### config.mk
export PLATFORM = sky130hd
export DESIGN_NAME = dpm_unit
export DESIGN_NICKNAME = d
export VERILOG_FILES = /design/src/rtl/dpm_pkg.sv /design/src/rtl/dpm_nibble_ram.sv /design/src/rtl/dpm_pointer.sv /design/src/rtl/dpm_nibble_ops.sv /design/src/rtl/dpm_unit.sv
export SDC_FILE = /design/constraint.sdc
export NUM_CORES = 1
export LEC_CHECK = 0
export BUFFER_PORTS_ARGS = -buffer_cell sky130_fd_sc_hd__buf_2
export CAP_MARGIN = 20
export CELL_PAD_IN_SITES_DETAIL_PLACEMENT = 1
export CELL_PAD_IN_SITES_GLOBAL_PLACEMENT = 2
export CORE_ASPECT_RATIO = 1.25
export CORE_UTILIZATION = 52
export DETAILED_ROUTE_END_ITERATION = 16
export PLACE_DENSITY = 0.84
export SYNTH_ARGS = -nofsm -noshare
export SYNTH_HDL_FRONTEND = slang
export SYNTH_SLANG_ARGS = --single-unit
### constraint.sdc
create_clock -name clk -period 28.1 [get_ports clk]
set_input_delay 1.405 -clock clk [delete_from_list [all_inputs] [get_ports clk]]
set_output_delay 1.405 -clock clk [all_outputs]
set_load 0.1 [all_outputs]
### src/rtl/dpm_pkg.sv
package dpm_pkg;
  typedef enum logic [3:0] {
    OP_NOP     = 4'd0,
    OP_LOAD    = 4'd1,
    OP_STORE   = 4'd2,
    OP_SWAP    = 4'd3,
    OP_SWAP_UP = 4'd4,
    OP_SWAP_DN = 4'd5,
    OP_SWAP_PG = 4'd6,
    OP_MEM_UP  = 4'd7,
    OP_MEM_DN  = 4'd8,
    OP_BIT_SET = 4'd9,
    OP_BIT_CLR = 4'd10,
    OP_CMP_LO  = 4'd11
  } dpm_op_e;
endpackage

### src/rtl/dpm_nibble_ram.sv
module dpm_nibble_ram #(
  parameter int DATA_W = 4,
  parameter int ADDR_W = 8
) (
  input  logic              clk,
  input  logic              we,
  input  logic [ADDR_W-1:0] addr,
  input  logic [DATA_W-1:0] wdata,
  output logic [DATA_W-1:0] rdata
);
  localparam int DEPTH = 1 << ADDR_W;

  logic [DATA_W-1:0] store_q [DEPTH];

  always_ff @(posedge clk) begin
    if (we) store_q[addr] <= wdata;
  end

  assign rdata = store_q[addr];
endmodule

### src/rtl/dpm_pointer.sv
module dpm_pointer #(
  parameter int HI_W  = 4,
  parameter int LO_W  = 4,
  parameter int MOD_W = 3
) (
  input  logic             clk,
  input  logic             rst,
  input  logic             valid,
  input  dpm_pkg::dpm_op_e op,
  input  logic [LO_W-1:0]  imm,
  output logic [HI_W-1:0]  hi_q,
  output logic [LO_W-1:0]  lo_q,
  output logic             flag_upd,
  output logic             flag_val
);
  import dpm_pkg::*;

  logic [HI_W-1:0] hi_n;
  logic [LO_W-1:0] lo_n;
  logic [HI_W-1:0] page_mask;

  assign page_mask = HI_W'(imm[MOD_W-1:0]);

  always_comb begin
    hi_n     = hi_q;
    lo_n     = lo_q;
    flag_upd = 1'b0;
    flag_val = 1'b0;
    if (valid) begin
      unique case (op)
        OP_SWAP_UP: begin
          lo_n     = lo_q + LO_W'(1);
          flag_upd = 1'b1;
          flag_val = (lo_n == '0);
        end
        OP_SWAP_DN: begin
          lo_n     = lo_q - LO_W'(1);
          flag_upd = 1'b1;
          flag_val = (lo_n == '0);
        end
        OP_SWAP_PG: begin
          hi_n     = hi_q ^ page_mask;
          flag_upd = 1'b1;
          flag_val = (hi_q == '0);
        end
        OP_CMP_LO: begin
          flag_upd = 1'b1;
          flag_val = (lo_q == imm);
        end
        default: ;
      endcase
    end
  end

  always_ff @(posedge clk) begin
    if (rst) begin
      hi_q <= '0;
      lo_q <= '0;
    end else begin
      hi_q <= hi_n;
      lo_q <= lo_n;
    end
  end
endmodule

### src/rtl/dpm_nibble_ops.sv
module dpm_nibble_ops #(
  parameter int DATA_W = 4,
  parameter int IMM_W  = 4
) (
  input  logic              valid,
  input  dpm_pkg::dpm_op_e  op,
  input  logic [IMM_W-1:0]  imm,
  input  logic [DATA_W-1:0] acc_in,
  input  logic [DATA_W-1:0] rd,
  output logic              mem_we,
  output logic [DATA_W-1:0] mem_wd,
  output logic              acc_we,
  output logic              flag_upd,
  output logic              flag_val
);
  import dpm_pkg::*;

  localparam int SEL_W = (DATA_W > 1) ? $clog2(DATA_W) : 1;

  logic [DATA_W-1:0] bit_mask;

  assign bit_mask = DATA_W'(1) << imm[SEL_W-1:0];

  always_comb begin
    mem_we   = 1'b0;
    mem_wd   = rd;
    acc_we   = 1'b0;
    flag_upd = 1'b0;
    flag_val = 1'b0;
    if (valid) begin
      unique case (op)
        OP_LOAD: acc_we = 1'b1;
        OP_STORE: begin
          mem_we = 1'b1;
          mem_wd = acc_in;
        end
        OP_SWAP, OP_SWAP_UP, OP_SWAP_DN, OP_SWAP_PG: begin
          acc_we = 1'b1;
          mem_we = 1'b1;
          mem_wd = acc_in;
        end
        OP_MEM_UP: begin
          mem_we   = 1'b1;
          mem_wd   = rd + DATA_W'(1);
          flag_upd = 1'b1;
          flag_val = (mem_wd == '0);
        end
        OP_MEM_DN: begin
          mem_we   = 1'b1;
          mem_wd   = rd - DATA_W'(1);
          flag_upd = 1'b1;
          flag_val = (mem_wd == '0);
        end
        OP_BIT_SET: begin
          mem_we = 1'b1;
          mem_wd = rd | bit_mask;
        end
        OP_BIT_CLR: begin
          mem_we = 1'b1;
          mem_wd = rd & ~bit_mask;
        end
        default: ;
      endcase
    end
  end
endmodule

### src/rtl/dpm_unit.sv
module dpm_unit #(
  parameter int DATA_W = 4,
  parameter int HI_W   = 4,
  parameter int LO_W   = 4,
  parameter int MOD_W  = 3
) (
  input  logic              clk,
  input  logic              rst,
  input  logic              op_valid,
  input  logic [3:0]        op,
  input  logic [LO_W-1:0]   imm,
  input  logic [DATA_W-1:0] acc_in,
  output logic [DATA_W-1:0] acc_out,
  output logic              acc_take,
  output logic              zf,
  output logic [HI_W-1:0]   ptr_hi,
  output logic [LO_W-1:0]   ptr_lo
);
  import dpm_pkg::*;

  localparam int ADDR_W = HI_W + LO_W;

  dpm_op_e           op_e;
  logic              ptr_upd, ptr_val;
  logic              dat_upd, dat_val;
  logic              mem_we, acc_we;
  logic [DATA_W-1:0] mem_wd, mem_rd;
  logic [ADDR_W-1:0] addr;

  assign op_e = dpm_op_e'(op);
  assign addr = {ptr_hi, ptr_lo};

  dpm_pointer #(.HI_W(HI_W), .LO_W(LO_W), .MOD_W(MOD_W)) u_ptr (
    .clk(clk), .rst(rst), .valid(op_valid), .op(op_e), .imm(imm),
    .hi_q(ptr_hi), .lo_q(ptr_lo), .flag_upd(ptr_upd), .flag_val(ptr_val)
  );

  dpm_nibble_ops #(.DATA_W(DATA_W), .IMM_W(LO_W)) u_ops (
    .valid(op_valid), .op(op_e), .imm(imm), .acc_in(acc_in), .rd(mem_rd),
    .mem_we(mem_we), .mem_wd(mem_wd), .acc_we(acc_we),
    .flag_upd(dat_upd), .flag_val(dat_val)
  );

  dpm_nibble_ram #(.DATA_W(DATA_W), .ADDR_W(ADDR_W)) u_ram (
    .clk(clk), .we(mem_we & ~rst), .addr(addr), .wdata(mem_wd), .rdata(mem_rd)
  );

  always_ff @(posedge clk) begin
    if (rst) begin
      acc_out  <= '0;
      acc_take <= 1'b0;
      zf       <= 1'b0;
    end else begin
      acc_take <= acc_we;
      if (acc_we) acc_out <= mem_rd;
      if (ptr_upd)      zf <= ptr_val;
      else if (dat_upd) zf <= dat_val;
    end
  end
endmodule

== Word level (Yosys, flattened, before mapping) ==
Memory sizes are Yosys's and may differ from the RTL's.
Index checks and enable logic that the tools add are counted.

* Add/sub/neg operators: 4
* Equal/unequal tests: 12
* Shift-type cells: 1
* Mux-type cells: 19
* Bitwise gates (word level): 6
* Reductions and logical operators: 14

{| class="wikitable"
|+ Operators with widths
! operator !! number
|-
| $logic_not 4->1 || 5
|-
| $pmux 4 s5 || 1
|-
| $eq 4x3->1 const B || 4
|-
| $eq 4x4->1 const B || 4
|-
| $mux 1 || 14
|-
| $reduce_or 5->1 || 2
|-
| $reduce_or 9->1 || 1
|-
| $add 4x1->4 const B || 2
|-
| $eq 4x2->1 const B || 2
|-
| $pmux 4 s2 || 1
|-
| $sub 4x1->4 const B || 2
|-
| $and 4x4->4 || 1
|-
| $eq 4x1->1 const B || 1
|-
| $eq 4x4->1 || 1
|-
| $mux 4 || 1
|-
| $not 4->4 || 1
|-
| $or 4x4->4 || 1
|-
| $pmux 1 s4 || 1
|-
| $reduce_and 2->1 || 2
|-
| $reduce_bool 2->1 || 2
|-
| $reduce_or 4->1 || 1
|-
| $shl 1x2->4 const A || 1
|-
| $xor 4x3->4 || 1
|-
| $pmux 1 s2 || 1
|-
| 3 further kinds || 3
|}

* Register bits: 14
* Memory bits (writable): 1024
* Input port bits: 15
* Output and inout bits: 14
* Logic and storage cells: 62
* Memories kept: 1

{| class="wikitable"
|+ Memory list
! name !! depth !! bits a word !! read ports !! clocked after memory_dff !! wr ports !! line !! RTL
|-
| u_ram.store_q || 256 || 4 || 1 || 0 || 1 || dpm_nibble_ram.sv:13 || <nowiki>logic [DATA_W-1:0] store_q [DEPTH];</nowiki>
|}

== Logic depth before layout (Yosys ltp) ==
* Word-level depth: 7
* Gate-level depth with buffers: 16
* Mapped depth without buffers: 12

== Modules after synthesis ==
From an unflattened synthesis, not the netlist that was laid out.

* Cells, all modules: 2145
* Area, all modules: 41479.8 µm²

{| class="wikitable"
|+ Modules (own cells, without submodules)
! module !! instances !! cells an instance !! area an instance (µm²)
|-
| dpm_nibble_ram || 1 || 1956 || 39922.0
|-
| dpm_nibble_ops || 1 || 97 || 706.9
|-
| dpm_pointer || 1 || 71 || 623.1
|-
| dpm_unit || 1 || 21 || 227.7
|}

== Worst setup path before layout ==
OpenSTA, ideal clock, no wires.

* Path type: reg2reg
* Start point: register u_ptr.lo_q[0]
* End point: memory u_ram.store_q[0][1] (data pin)
* Setup time: 1.197 ns
* Data arrival time: 8.488 ns
* Data required time: 26.903 ns
* Setup slack: 18.415 ns
* Stages on the path, launching flop included: 15
* Buffers on the path: 2
* Path through: dfxtp_1 -> buf_4 -> inv_1 -> buf_2 -> mux2i_1 -> o2bb2ai_1 -> or4_1 -> a32oi_4 -> inv_1 -> ha_1 -> nor2_1 -> a31oi_1 -> nor3_1 -> a221oi_1 -> o21ai_0

* Longest elaborated chain between the ends: 4
* Elaborated cells on any way between the ends: 7

{| class="wikitable"
|+ RTL lines
! item !! line !! RTL
|-
| start, declared || dpm_pointer.sv:12 || <nowiki>output logic [LO_W-1:0] lo_q,</nowiki>
|-
| start signal, assigned || dpm_pointer.sv:61 || <nowiki>lo_q <= lo_n;</nowiki>
|-
| $mem_v2 256x4 * || - ||
|-
| via mem_rd[0] || dpm_unit.sv:27 || <nowiki>logic [DATA_W-1:0] mem_wd, mem_rd;</nowiki>
|-
| $sub 4x1->4 or $add 4x1->4 (tied branches) || dpm_nibble_ops.sv:50, dpm_nibble_ops.sv:44 ||
|-
| $pmux 4 s5 * || dpm_nibble_ops.sv:31 || <nowiki>unique case (op)</nowiki>
|-
| $mux 4 * || dpm_nibble_ops.sv:30 || <nowiki>if (valid) begin</nowiki>
|-
| via mem_wd[1] || dpm_unit.sv:27 ||
|-
| end, declared || dpm_nibble_ram.sv:13 ||
|}

Mark *: on every way through the listed nets, which the timed path passes. The rest lies on a longest branch.

== Worst setup path in the final report ==
* Start point: register u_ptr.lo_q[1]
* End point: memory u_ram.store_q[112][2] (data pin)

The elaborated chain is that of the path after synthesis.

==> results.py <==
metrics = {
    "run_status": {
        "status": "finished, final reports clean",
    },
    "grt": {
        "grt.overflow.total": 0,
        "grt_pass1_wl_mm": 82.8,
        "grt_pass1_vias": 12500,
        "grt_max_degree": 129,
        "antenna_found_initial": 0,
        "grtUsageTotal_pct": 27.2,
    },
    "placement": {
        "gp_congestion": 0.820,
        "placed_area_um2": 22500,
        "dp_slack_ps": 22090,
        "io_buffers": 27,
        "detailed_place_hpwl_mm": 36.2,
    },
    "timing": {
        "worst_hold_slack_ps": 497,
        "period_share_pct": 20.7,
        "rsz0062_at_grt": "false",
        "fin_ws_ps": 22290,
        "worst_slew_pin_slew_ps": 892,
        "setup_tns_ps": 0,
        "setup_viol": 0,
        "relSlewSlack_pct": 40.5,
        "slew_violations": 0,
        "final-hold-violation-count": 0,
        "finalCriticalPeriod_ps": 5810,
        "fmax_mhz": 172,
        "skew_ps": 23.4,
    },
    "clocking": {
        "postCtsSetupBuffers": 0,
        "clock_tree.root_cell": "clkbuf_16",
        "h-tree-depth": 2,
        "ctsHoldBuffers": 0,
        "clock_latency_ps": 590,
        "clk_pin_slew_ps": 60,
        "clock-sinks": 525,
        "cts_resized": 0,
        "cts_tree": "done",
        "cts_buffer_depth": 3,
        "cts_buffers": 51,
    },
    "floorplanning": {
        "core-area_um2": 41300,
        "dieHeight_um": 231,
        "start_util_pct": 53.0,
        "rows": 83,
        "die_area_um2": 43000,
        "die-width_um": 186,
        "io_pins": 29,
    },
    "critical_path": {
        "startpoint_type": "flop",
        "worstSetupPathType": "flop to flop",
        "r2r-end": "u_ram.store_q[112][2]$_DFFE_PP_",
        "critPathRequiredTime_ps": 28340,
        "r2r_start": "u_ptr.lo_q[1]$_SDFFE_PP0P_",
        "end_kind": "flop",
        "r2r_cells": 14,
        "r2r_slack_ps": 22290,
        "critical_path.max_fanout": 114,
        "cp.arrival_ps": 6050,
    },
    "cells_and_area": {
        "nNetsFinal": 1296,
        "multiInputGateArea_um2": 5800,
        "final_cell_mix": "512 x edfxtp_1, 162 x nor2_1, 89 x mux4_2",
        "diodes": 0,
        "area_growth_pct": 10.3,
        "layout-drive-gt1-share_pct": 17.4,
        "layout_commonest_cell": "edfxtp_1",
        "final_cell_area_um2": 24200,
        "fillCellCount": 3715,
        "seqCellArea_um2": 15600,
    },
    "routing": {
        "viasPerCell": 6.35,
        "wl_per_cell_um": 30.4,
        "drt_iter0_markers": 1157,
        "totalWireLength_mm": 56.7,
        "drc": 0,
        "vias": 11800,
        "dr.pass1.iters": 5,
        "antenna_left": 0,
    },
    "synthesis": {
        "avgSynthCellArea_um2": 17.7,
        "synth_edf_count": 512,
        "synth_fp_nets": 1264,
        "synth_cell_type_count": 72,
        "synth_seq_area_share_pct": 71.4,
        "synth_cells": 1239,
        "ys_warn_count": 0,
        "syn_area_um2": 21900,
        "synth-seq-cells": 525,
        "synthFlopType": "edfxtp_1",
        "async_flop_share_pct": 0,
    },
    "power_and_ir_drop": {
        "ir_drop_uv": 41.3,
        "p_leak_uw": 0.00738,
        "total_power_uw": 1630,
        "power_density_nw_per_um2": 67.5,
    },
    "worst_hold_path": {
        "min_to": "acc_out[3]$_SDFFE_PP0P_",
        "worstHoldStart": "acc_out[3]$_SDFFE_PP0P_",
        "hold_path.class": "flop to flop",
        "min_path_cells": 2,
    },
    "flow_run": {
        "cap_violations": 0,
    },
}
routing by layer:
layer  share of wire, %  global-route usage (%)  routed length, um
met2                 51                    45.8              28800
met1                 39                    35.4              22400
met3                5.6                    3.79               3170
met4                4.2                    12.0               2410
met5                  0                       0                  0
cell type report:
| cell class | instances | area share [%] |
|---|---|---|
| sequential | 525 | 64.8 |
| inverter | 12 | 0.187 |
| timing repair buffer | 51 | 1.59 |
| tap | 552 | 2.86 |
| multi-input combinational | 630 | 24.0 |
| clock buffer | 62 | 5.54 |
| clock inverter | 33 | 1.00 |
power by group:
group	internal, uW	total, uW	switching, uW
Sequential	883	885	2.01
Clock	366	652	286
Combinational	24.9	91.8	66.8
how the worst max path moves through the flow:
stage / from / end / slack [ps] / cells after the start
2_1_floorplan: u_ptr.lo_q[0]$_SDFFE_PP0P_ / u_ram.store_q[0][1]$_DFFE_PP_ / 18420 / 14
3_3_place_gp: u_ptr.lo_q[1]$_SDFFE_PP0P_ / u_ram.store_q[119][2]$_DFFE_PP_ / 22210 / 12
3_5_place_dp: u_ptr.lo_q[1]$_SDFFE_PP0P_ / u_ram.store_q[115][2]$_DFFE_PP_ / 22090 / 12
4_1_cts: u_ptr.lo_q[1]$_SDFFE_PP0P_ / u_ram.store_q[112][2]$_DFFE_PP_ / 22080 / 12
5_1_grt: u_ptr.lo_q[1]$_SDFFE_PP0P_ / u_ram.store_q[121][2]$_DFFE_PP_ / 22060 / 14
6_report: u_ptr.lo_q[1]$_SDFFE_PP0P_ / u_ram.store_q[112][2]$_DFFE_PP_ / 22290 / 14
critical path, stage by stage (launching register included):
cell and delay (ps):
dfxtp_4 850, buf_12 640, mux4_1 390, mux2_1 170
o2bb2ai_1 90, or4_1 550, a32oi_4 490, inv_1 150
ha_1 300, nand4_1 100, o22ai_1 90, a2111oi_0 700
o22ai_4 120, buf_4 290, buf_16 250
synthesized netlist by cell type (3+ instances only):
master,n,share of area (%)
mux2i_1,73,3.3
buf_4,15,0.51
o31ai_1,4,0.14
xor2_1,4,0.16
a21oi_1,20,0.46
o221ai_1,5,0.20
nand4_1,7,0.20
a22oi_1,21,0.72
a2111oi_0,4,0.16
nor2b_1,12,0.34
mux2_2,4,0.21
buf_2,13,0.30
dfxtp_1,13,1.2
o22ai_1,6,0.17
clkbuf_1,30,0.51
inv_1,10,0.17
nand2_1,68,1.2
a211oi_1,4,0.14
a31oi_1,8,0.23
buf_12,3,0.27
nand3_1,14,0.32
nor3_1,15,0.34
ha_1,10,0.57
a22o_1,7,0.28
nor2_1,162,2.8
mux4_2,89,9.2
buf_6,8,0.41
nand2b_1,6,0.17
o21ai_0,12,0.27
xnor2_1,9,0.36
mux4_1,20,2.4
edfxtp_1,512,70
sequential cells by signal, summed over array words and instances, names as in the netlist:
register and flops:
u_ram.store_q 512, acc_take 1, u_ptr.lo_q 4, zf 1, acc_out 4, u_ptr.hi_q 3
cells by family after synthesis:
group,after synthesis,synth area share [%]
AO/OA/AOI/OAI,116,4.01
AND/OR/NAND/NOR,303,5.99
multiplexers,187,15.1
XOR/XNOR,13,0.520
other,1,0.0171
adder cells (fa/ha/maj),10,0.571
buffers and inverters,84,2.37
flip-flops,525,71.4
through the flow:
step	utilization (%)	std cells
3_3_place_gp	54.4	1766
6_report	58.4	1865
5_1_grt	58.4	1865
3_5_place_dp	54.4	1767
2_1_floorplan	-	1239
4_1_cts	58.2	1862
Power figures use the tool's default switching activity.
